**config.mk**
```make
export PLATFORM = sky130hd
export DESIGN_NAME = xlink_mailbox
export DESIGN_NICKNAME = d
export VERILOG_FILES = /design/src/rtl/xlink_pkg.sv /design/src/rtl/xlink_host_regs.sv /design/src/rtl/xlink_disk_regs.sv /design/src/rtl/xlink_ctl_port.sv /design/src/rtl/xlink_mailbox.sv
export SDC_FILE = /design/constraint.sdc
export NUM_CORES = 1
export LEC_CHECK = 0
export ABC_AREA = 1
export CORE_ASPECT_RATIO = 1.5
export CORE_UTILIZATION = 46
export DETAILED_ROUTE_END_ITERATION = 6
export PLACE_DENSITY = 0.89
export SKIP_CTS_REPAIR_TIMING = 1
export SLEW_MARGIN = 20
export SYNTH_ARGS = -nofsm -noshare
export SYNTH_HDL_FRONTEND = slang
export SYNTH_SLANG_ARGS = --single-unit
```
**constraint.sdc**
```tcl
create_clock -name clk -period 1.4 [get_ports clk]
set_input_delay 0.28 -clock clk [delete_from_list [all_inputs] [get_ports clk]]
set_output_delay 0.28 -clock clk [all_outputs]
set_load 0.03 [all_outputs]
```
**src/rtl/xlink_pkg.sv**
```systemverilog
// Package: shared offsets and widths for the cross-coupled mailbox.
// Assumes both buses use the same 2-bit offset space.
package xlink_pkg;
    localparam int unsigned DATA_W = 8;

    // Host side offsets
    localparam logic [1:0] HOST_OFF_TODISK = 2'd0;
    localparam logic [1:0] HOST_OFF_FROMDISK = 2'd1;
    localparam logic [1:0] HOST_OFF_CTRL = 2'd2;

    // Disk side offsets
    localparam logic [1:0] DISK_OFF_PA = 2'd0;
    localparam logic [1:0] DISK_OFF_PB = 2'd1;
    localparam logic [1:0] DISK_OFF_PC = 2'd2;
    localparam logic [1:0] DISK_OFF_CTL = 2'd3;
endpackage

```
**src/rtl/xlink_host_regs.sv**
```systemverilog
// Host-side register file: owns the outbound data byte and the host control
// byte, and decodes host reads of the peer latches.
// Assumes synchronous active-low reset and single-cycle write strobes.
module xlink_host_regs
    import xlink_pkg::*;
#(
    parameter int unsigned DW = DATA_W
) (
    input  logic          clk,
    input  logic          rst_n,
    input  logic          cs,
    input  logic [1:0]    addr,
    input  logic          wr,
    input  logic          rd,
    input  logic [DW-1:0] wdata,
    input  logic [DW-1:0] peer_byte,
    input  logic [DW-1:0] peer_ctl,
    output logic [DW-1:0] rdata,
    output logic [DW-1:0] out_byte,
    output logic [DW-1:0] out_ctl
);
    localparam int unsigned NIB = DW / 2;

    logic wr_byte, wr_ctl;
    assign wr_byte = cs && wr && (addr == HOST_OFF_TODISK);
    assign wr_ctl  = cs && wr && (addr == HOST_OFF_CTRL);

    // Capture host writes into the two host-owned latches.
    always_ff @(posedge clk) begin
        if (!rst_n) begin
            out_byte <= '0;
            out_ctl  <= '0;
        end else begin
            if (wr_byte) out_byte <= wdata;
            if (wr_ctl)  out_ctl  <= wdata;
        end
    end

    // Decode a host read from the peer latches.
    always_comb begin
        rdata = '0;
        if (cs && rd) begin
            unique case (addr)
                HOST_OFF_FROMDISK: rdata = peer_byte;
                HOST_OFF_CTRL:     rdata = peer_ctl >> NIB;
                default:           rdata = '0;
            endcase
        end
    end

    a_r9_host_byte_hold: assert property (@(posedge clk) disable iff (!rst_n)
        !wr_byte |=> $stable(out_byte));
    a_r9_host_ctl_hold: assert property (@(posedge clk) disable iff (!rst_n)
        !wr_ctl |=> $stable(out_ctl));
endmodule

```
**src/rtl/xlink_disk_regs.sv**
```systemverilog
// Disk-side port registers: port A reads the host byte, port B is the
// outbound latch, port C crosses control nibbles, offset 3 reads all ones.
// Assumes the control-port strobes themselves are handled elsewhere.
module xlink_disk_regs
    import xlink_pkg::*;
#(
    parameter int unsigned DW = DATA_W
) (
    input  logic          clk,
    input  logic          rst_n,
    input  logic          cs,
    input  logic [1:0]    addr,
    input  logic          wr,
    input  logic          rd,
    input  logic [DW-1:0] wdata,
    input  logic [DW-1:0] peer_byte,
    input  logic [DW-1:0] peer_ctl,
    output logic [DW-1:0] rdata,
    output logic [DW-1:0] out_byte,
    output logic [DW-1:0] out_ctl
);
    localparam int unsigned NIB = DW / 2;

    logic wr_pb, wr_pc;
    assign wr_pb = cs && wr && (addr == DISK_OFF_PB);
    assign wr_pc = cs && wr && (addr == DISK_OFF_PC);

    // Capture disk writes to port B and port C.
    always_ff @(posedge clk) begin
        if (!rst_n) begin
            out_byte <= '0;
            out_ctl  <= '0;
        end else begin
            if (wr_pb) out_byte <= wdata;
            if (wr_pc) out_ctl  <= wdata;
        end
    end

    // Decode a disk read of the port set or the control port.
    always_comb begin
        rdata = '0;
        if (cs && rd) begin
            unique case (addr)
                DISK_OFF_PA:  rdata = peer_byte;
                DISK_OFF_PB:  rdata = out_byte;
                DISK_OFF_PC:  rdata = peer_ctl >> NIB;
                default:      rdata = '1;
            endcase
        end
    end

    a_r9_disk_pb_hold: assert property (@(posedge clk) disable iff (!rst_n)
        !wr_pb |=> $stable(out_byte));
    a_r9_disk_pc_hold: assert property (@(posedge clk) disable iff (!rst_n)
        !wr_pc |=> $stable(out_ctl));
endmodule

```
**src/rtl/xlink_ctl_port.sv**
```systemverilog
// Control port: an edge-detected terminal-count strobe on read and a motor
// latch on write, fanned out inverted to every drive.
// Assumes rd_stb and wr_stb are already decoded for the control offset.
module xlink_ctl_port #(
    parameter int unsigned NUM_DRIVES = 2
) (
    input  logic                  clk,
    input  logic                  rst_n,
    input  logic                  rd_stb,
    input  logic                  wr_stb,
    input  logic                  wbit,
    output logic                  tc,
    output logic [NUM_DRIVES-1:0] motor_n
);
    logic rd_prev;
    logic run_q;

    // Fire tc for one clock on the rising edge of the read strobe.
    always_ff @(posedge clk) begin
        if (!rst_n) begin
            rd_prev <= 1'b0;
            tc      <= 1'b0;
        end else begin
            rd_prev <= rd_stb;
            tc      <= rd_stb && !rd_prev;
        end
    end

    // Latch the motor request bit on a control write.
    always_ff @(posedge clk) begin
        if (!rst_n) run_q <= 1'b0;
        else if (wr_stb) run_q <= wbit;
    end

    for (genvar d = 0; d < NUM_DRIVES; d++) begin : g_drive
        assign motor_n[d] = ~run_q;
    end

    a_r6_tc_single: assert property (@(posedge clk) disable iff (!rst_n)
        tc |=> !tc);
    a_r6_tc_cause: assert property (@(posedge clk) disable iff (!rst_n)
        tc |-> $past(rd_stb));
    a_r7_motor_follow: assert property (@(posedge clk) disable iff (!rst_n)
        wr_stb |=> (motor_n == {NUM_DRIVES{~$past(wbit)}}));
    a_r7_motor_hold: assert property (@(posedge clk) disable iff (!rst_n)
        !wr_stb |=> $stable(motor_n));
endmodule

```
**src/rtl/xlink_mailbox.sv**
```systemverilog
// Top: cross-couples the host register file and the disk port set, and
// attaches the control port. Each side's byte latch feeds the other side,
// and each side's control byte feeds the other side's nibble read.
// Assumes both buses share one clock.
module xlink_mailbox
    import xlink_pkg::*;
#(
    parameter int unsigned DW = DATA_W,
    parameter int unsigned NUM_DRIVES = 2
) (
    input  logic                  clk,
    input  logic                  rst_n,
    input  logic                  host_cs,
    input  logic [1:0]            host_addr,
    input  logic                  host_wr,
    input  logic                  host_rd,
    input  logic [DW-1:0]         host_wdata,
    output logic [DW-1:0]         host_rdata,
    input  logic                  disk_cs,
    input  logic [1:0]            disk_addr,
    input  logic                  disk_wr,
    input  logic                  disk_rd,
    input  logic [DW-1:0]         disk_wdata,
    output logic [DW-1:0]         disk_rdata,
    output logic                  tc_pulse,
    output logic [NUM_DRIVES-1:0] motor_n
);
    logic [DW-1:0] h_byte, h_ctl, d_byte, d_ctl;
    logic ctl_rd, ctl_wr;

    assign ctl_rd = disk_cs && disk_rd && (disk_addr == DISK_OFF_CTL);
    assign ctl_wr = disk_cs && disk_wr && (disk_addr == DISK_OFF_CTL);

    xlink_host_regs #(.DW(DW)) host_i (
        .clk(clk), .rst_n(rst_n), .cs(host_cs), .addr(host_addr),
        .wr(host_wr), .rd(host_rd), .wdata(host_wdata),
        .peer_byte(d_byte), .peer_ctl(d_ctl),
        .rdata(host_rdata), .out_byte(h_byte), .out_ctl(h_ctl)
    );

    xlink_disk_regs #(.DW(DW)) disk_i (
        .clk(clk), .rst_n(rst_n), .cs(disk_cs), .addr(disk_addr),
        .wr(disk_wr), .rd(disk_rd), .wdata(disk_wdata),
        .peer_byte(h_byte), .peer_ctl(h_ctl),
        .rdata(disk_rdata), .out_byte(d_byte), .out_ctl(d_ctl)
    );

    xlink_ctl_port #(.NUM_DRIVES(NUM_DRIVES)) ctl_i (
        .clk(clk), .rst_n(rst_n), .rd_stb(ctl_rd), .wr_stb(ctl_wr),
        .wbit(disk_wdata[0]), .tc(tc_pulse), .motor_n(motor_n)
    );

    a_r2_host_to_disk: assert property (@(posedge clk) disable iff (!rst_n)
        (host_cs && host_wr && host_addr == HOST_OFF_TODISK) |=> (h_byte == $past(host_wdata)));
    a_r3_disk_to_host: assert property (@(posedge clk) disable iff (!rst_n)
        (disk_cs && disk_wr && disk_addr == DISK_OFF_PB) |=> (d_byte == $past(disk_wdata)));
endmodule

```
# Word-level counts from Yosys, hierarchy flattened
# Cells that the tools add are included.
# totals
register_bits,35
latch_bits,0
ram_bits,0
rom_bits,0
out_inout_bits,19
mem_count,0
# op_classes
n_addsub,0
multipliers,0
div,0
n_lt_le_gt_ge,0
n_eq_ne,5
shift,0
muxes,4
n_bitwise,1
n_reduce_logical,14
# ops
cell,count
8-bit case mux with 3 select lines,1
8-bit two-way mux,2
8-bit case mux with 2 select lines,1
1-bit logical AND,11
"2-bit == test, second input constant",3
"2-bit by 1-bit == test with 1-bit output, second input constant",2
2-bit zero test,2
1-bit zero test,1
1-bit inverter,1

# Depth between registers and ports, before layout
# logic_depth
word_depth,3
mapped_depth,7
mapped_depth_nobuf,6

# By module
# A second synthesis with hierarchy kept.
# unflattened
cells_unflattened,299
area_unflattened_um2,1808.0
# modules_own_cells
mod,n_inst,cells_each,area_each_um2
xlink_disk_regs,1,142,849.6
xlink_host_regs,1,139,838.3
xlink_ctl_port,1,13,101.3
xlink_mailbox,1,5,18.8

# Worst setup path after synthesis
# No wires, ideal clock.
# synth_path
kind,input to output
start,input disk_addr[0]
end,output disk_rdata[4]
arrival_time_ns,1.201
path_slack_ns,-0.081
stages,4
n_path_buf,1
path_cell_list,buf_6 nor2_2 nand2_1 a21oi_1
# synth_via
elab_chain_len,3
word_cells_on_any_way,5
classes_between,2 x eq/ne; 2 x mux; 1 x reduce/logical
# synth_lines
item,line_no,text
"start, declared",xlink_mailbox.sv:20,"input logic [1:0] disk_addr,"
"2-bit == test, or another cell as far along",xlink_disk_regs.sv:43,unique case (addr)
8-bit case mux with 3 select lines (*),xlink_disk_regs.sv:43,
8-bit two-way mux (*),xlink_disk_regs.sv:42,if (cs && rd) begin
"end, declared",xlink_mailbox.sv:24,"output logic [DW-1:0] disk_rdata,"
# Mark *: on every way between the ends. The rest lies on a longest branch, timed or not.

# Worst setup path after layout
# layout_path
start,input host_addr[0]
end,output host_rdata[2]
# layout_via
elab_chain_len,3
word_cells_on_any_way,4
classes_between,2 x eq/ne; 2 x mux
# layout_lines
item,line_no,text
"start, declared",xlink_mailbox.sv:14,"input logic [1:0] host_addr,"
2-bit == test / 2-bit by 1-bit == test with 1-bit output (equally long branches),xlink_host_regs.sv:43,unique case (addr)
8-bit case mux with 2 select lines (*),xlink_host_regs.sv:43,
8-bit two-way mux (*),xlink_host_regs.sv:42,if (cs && rd) begin
"end, declared",xlink_mailbox.sv:18,"output logic [DW-1:0] host_rdata,"
# Marks and branches as above.

==> flow_summary.json <==
{
  "insertion_delay_ns": 0.27,
  "synth_cell_types": 19,
  "grtUsageTotal": 0.235,
  "skew_ns": 0.0000840,
  "grt_pass1_vias": 1496,
  "clkTransAtPathRegs_ns": 0.09,
  "antenna_found_initial": 0,
  "cap_viol_max_count": 0,
  "cp_data_arrival_time_ns": 1.13,
  "combPwrFrac": 0.237,
  "fp.coreArea_mm2": 0.00297,
  "r2r-start": "disk_i.out_byte[2]",
  "final-setup-viol-count": 1,
  "die_w_um": 48.3,
  "p_clk_frac": 0.273,
  "tightestPinTransition_ns": 0.415,
  "min_from": "ctl_i.rd_prev",
  "violations": "setup timing",
  "status": "finished with violations",
  "num_vias": 1769,
  "final_area_mm2": 0.00227,
  "timing.hold.ws_ns": 0.406,
  "drtPass1Iterations": 5,
  "cts.sink_count": 27,
  "rsz0062_at_grt": "yes",
  "max-clock-path-buffers": 2,
  "seq_area_frac_synth": 0.365,
  "clockRootBuffer": "clkbuf_8",
  "htreeDepth": 1,
  "antenna_left": 0,
  "p_int_mw": 1.18,
  "fp-row-count": 24,
  "io_buffers": 46,
  "fin_crit_sh": 1.01,
  "startpoint_type": "input port",
  "cts_tree": "done",
  "final_nets": 324,
  "routed_wl_um": 4730,
  "dr.first_iter.drc_count": 87,
  "layout_commonest_cell": "nand2_1",
  "synth_seq_cells": 27,
  "critPathLaunch": "host_addr[0]",
  "syn2layout_area_growth_pct": 53.7,
  "synthCells": 229,
  "avgSynthCellArea_um2": 6.46,
  "synth_area_mm2": 0.00148,
  "fmax_mhz": 709,
  "grt_max_degree": 15,
  "io_pins": 47,
  "dieHeight_um": 71.5,
  "cts_buffers": 3,
  "seq_power_share": 0.490,
  "gp_congestion": 0.889,
  "num_antenna_cells": 0,
  "drv_slew": 0,
  "cp.required_ns": 1.12,
  "peakVddDrop_mv": 0.566,
  "switching_share": 0.284,
  "end_kind": "output port",
  "dpl-instance-area_mm2": 0.00206,
  "postLayoutSetupSlackWorst_ns": -0.0104,
  "p_sw_uw": 466,
  "hold_class": "reg -> reg",
  "min_period_ns": 1.41,
  "drc": 0,
  "powerDensity_mw_per_mm2": 722,
  "dp_hpwl_um": 2990,
  "slew_headroom": 0.723,
  "yosys_warnings": 0,
  "grt.overflow.total": 0,
  "critPathMaxFanout": 4,
  "drive_gt1_frac": 0.298,
  "vias_per_cell": 5.34,
  "die_area_mm2": 0.00345,
  "synth_fp_nets": 260,
  "critPathKind": "in -> out",
  "grt_pass1_wl_um": 6350,
  "layout_common_cells": "nand2_1 (58), buf_4 (29), nor2_1 (28), dfxtp_1 (22), nand3_1 (21)",
  "wire_per_inst_um": 14.3,
  "leakagePower_nw": 1.06,
  "hold_viol": 0,
  "start_util": 0.498
}
==> per-layer routing <==
layer,wire length (um),up-vias,GRT usage
li1,-,855,-
met1,1640,789,0.234
met2,2640,100,0.454
met3,245,25,0.0297
met4,209,0,0.150
met5,0,-,0
==> sequential cells by signal, summed over array words and instances, names as in the netlist <==
register and count:
disk_i.out_ctl 4, ctl_i.rd_prev 1, ctl_i.run_q 1, host_i.out_byte 8, ctl_i.tc 1, host_i.out_ctl 4
disk_i.out_byte 8
==> metrics by stage <==
stage | std cells | setup slack [ns] | setup TNS, ns | util | total power [mW]
after floorplan | 229 | 0.0642 | 0 | - | 0.986
after global placement | 321 | -0.445 | -10.83 | 0.692 | 1.15
after detailed placement | 321 | -0.482 | -11.70 | 0.692 | 1.15
after CTS | 325 | -0.489 | -6.81 | 0.707 | 1.57
after global routing | 331 | -0.0453 | -0.141 | 0.765 | 1.70
final | 331 | -0.0104 | -0.0104 | 0.765 | 1.64
==> area by class of cell <==
type	instances	area [um^2]
clock buffer	4	45.0
fill	196	698
inverter	25	98.8
multi-input combinational	165	867
sequential	27	549
tap	39	48.8
timing repair buffer	71	666
==> critical path, cell delays in order <==
cell and delay (ns):
buf_6 0.09, inv_4 0.05, ha_4 0.25, inv_2 0.04
nor2_4 0.12, nand2_1 0.08, inv_1 0.08, buf_6 0.13
==> synth_stat cells <==
master / count / area share
nor3_1: 1 / 0.0034
inv_1: 23 / 0.058
nand2_1: 62 / 0.16
ha_1: 3 / 0.025
nor2_4: 3 / 0.023
buf_2: 7 / 0.024
nand3_1: 22 / 0.074
nand3_2: 1 / 0.0068
o21ai_0: 8 / 0.027
buf_6: 2 / 0.015
clkbuf_1: 2 / 0.0051
a21oi_1: 16 / 0.054
nand2_2: 2 / 0.0085
buf_4: 1 / 0.0051
nor2_2: 2 / 0.0085
dfxtp_1: 27 / 0.37
nor2_1: 33 / 0.084
inv_2: 2 / 0.0051
nand4_1: 12 / 0.051
==> logic make-up after synthesis <==
| logic type | Yosys count | synth area share |
|---|---|---|
| and+or+nand+nor | 138 | 0.416 |
| buffers and inverters | 37 | 0.112 |
| DFF | 27 | 0.365 |
| AOI/OAI and AO/OA | 24 | 0.0812 |
| adders and majority gates | 3 | 0.0254 |
==> final timing paths <==
| check | slack (ns) | to | cells after the start |
|---|---|---|---|
| min reg2reg | 0.41 | ctl_i.tc | 1 |
| max | -0.01 | host_rdata[2] | 8 |
| min | 0.41 | ctl_i.tc | 1 |
| max reg2reg | 0.66 | disk_i.out_byte[2] | 3 |
==> power groups by stage <==
stage	registers, mW	clock network, mW	logic, mW
2_1_floorplan	0.816	0	0.170
3_3_place_gp	0.820	0	0.327
3_5_place_dp	0.820	0	0.333
4_1_cts	0.803	0.432	0.336
5_1_grt	0.806	0.480	0.415
6_report	0.804	0.449	0.389
Power figures use the tool's default switching activity.
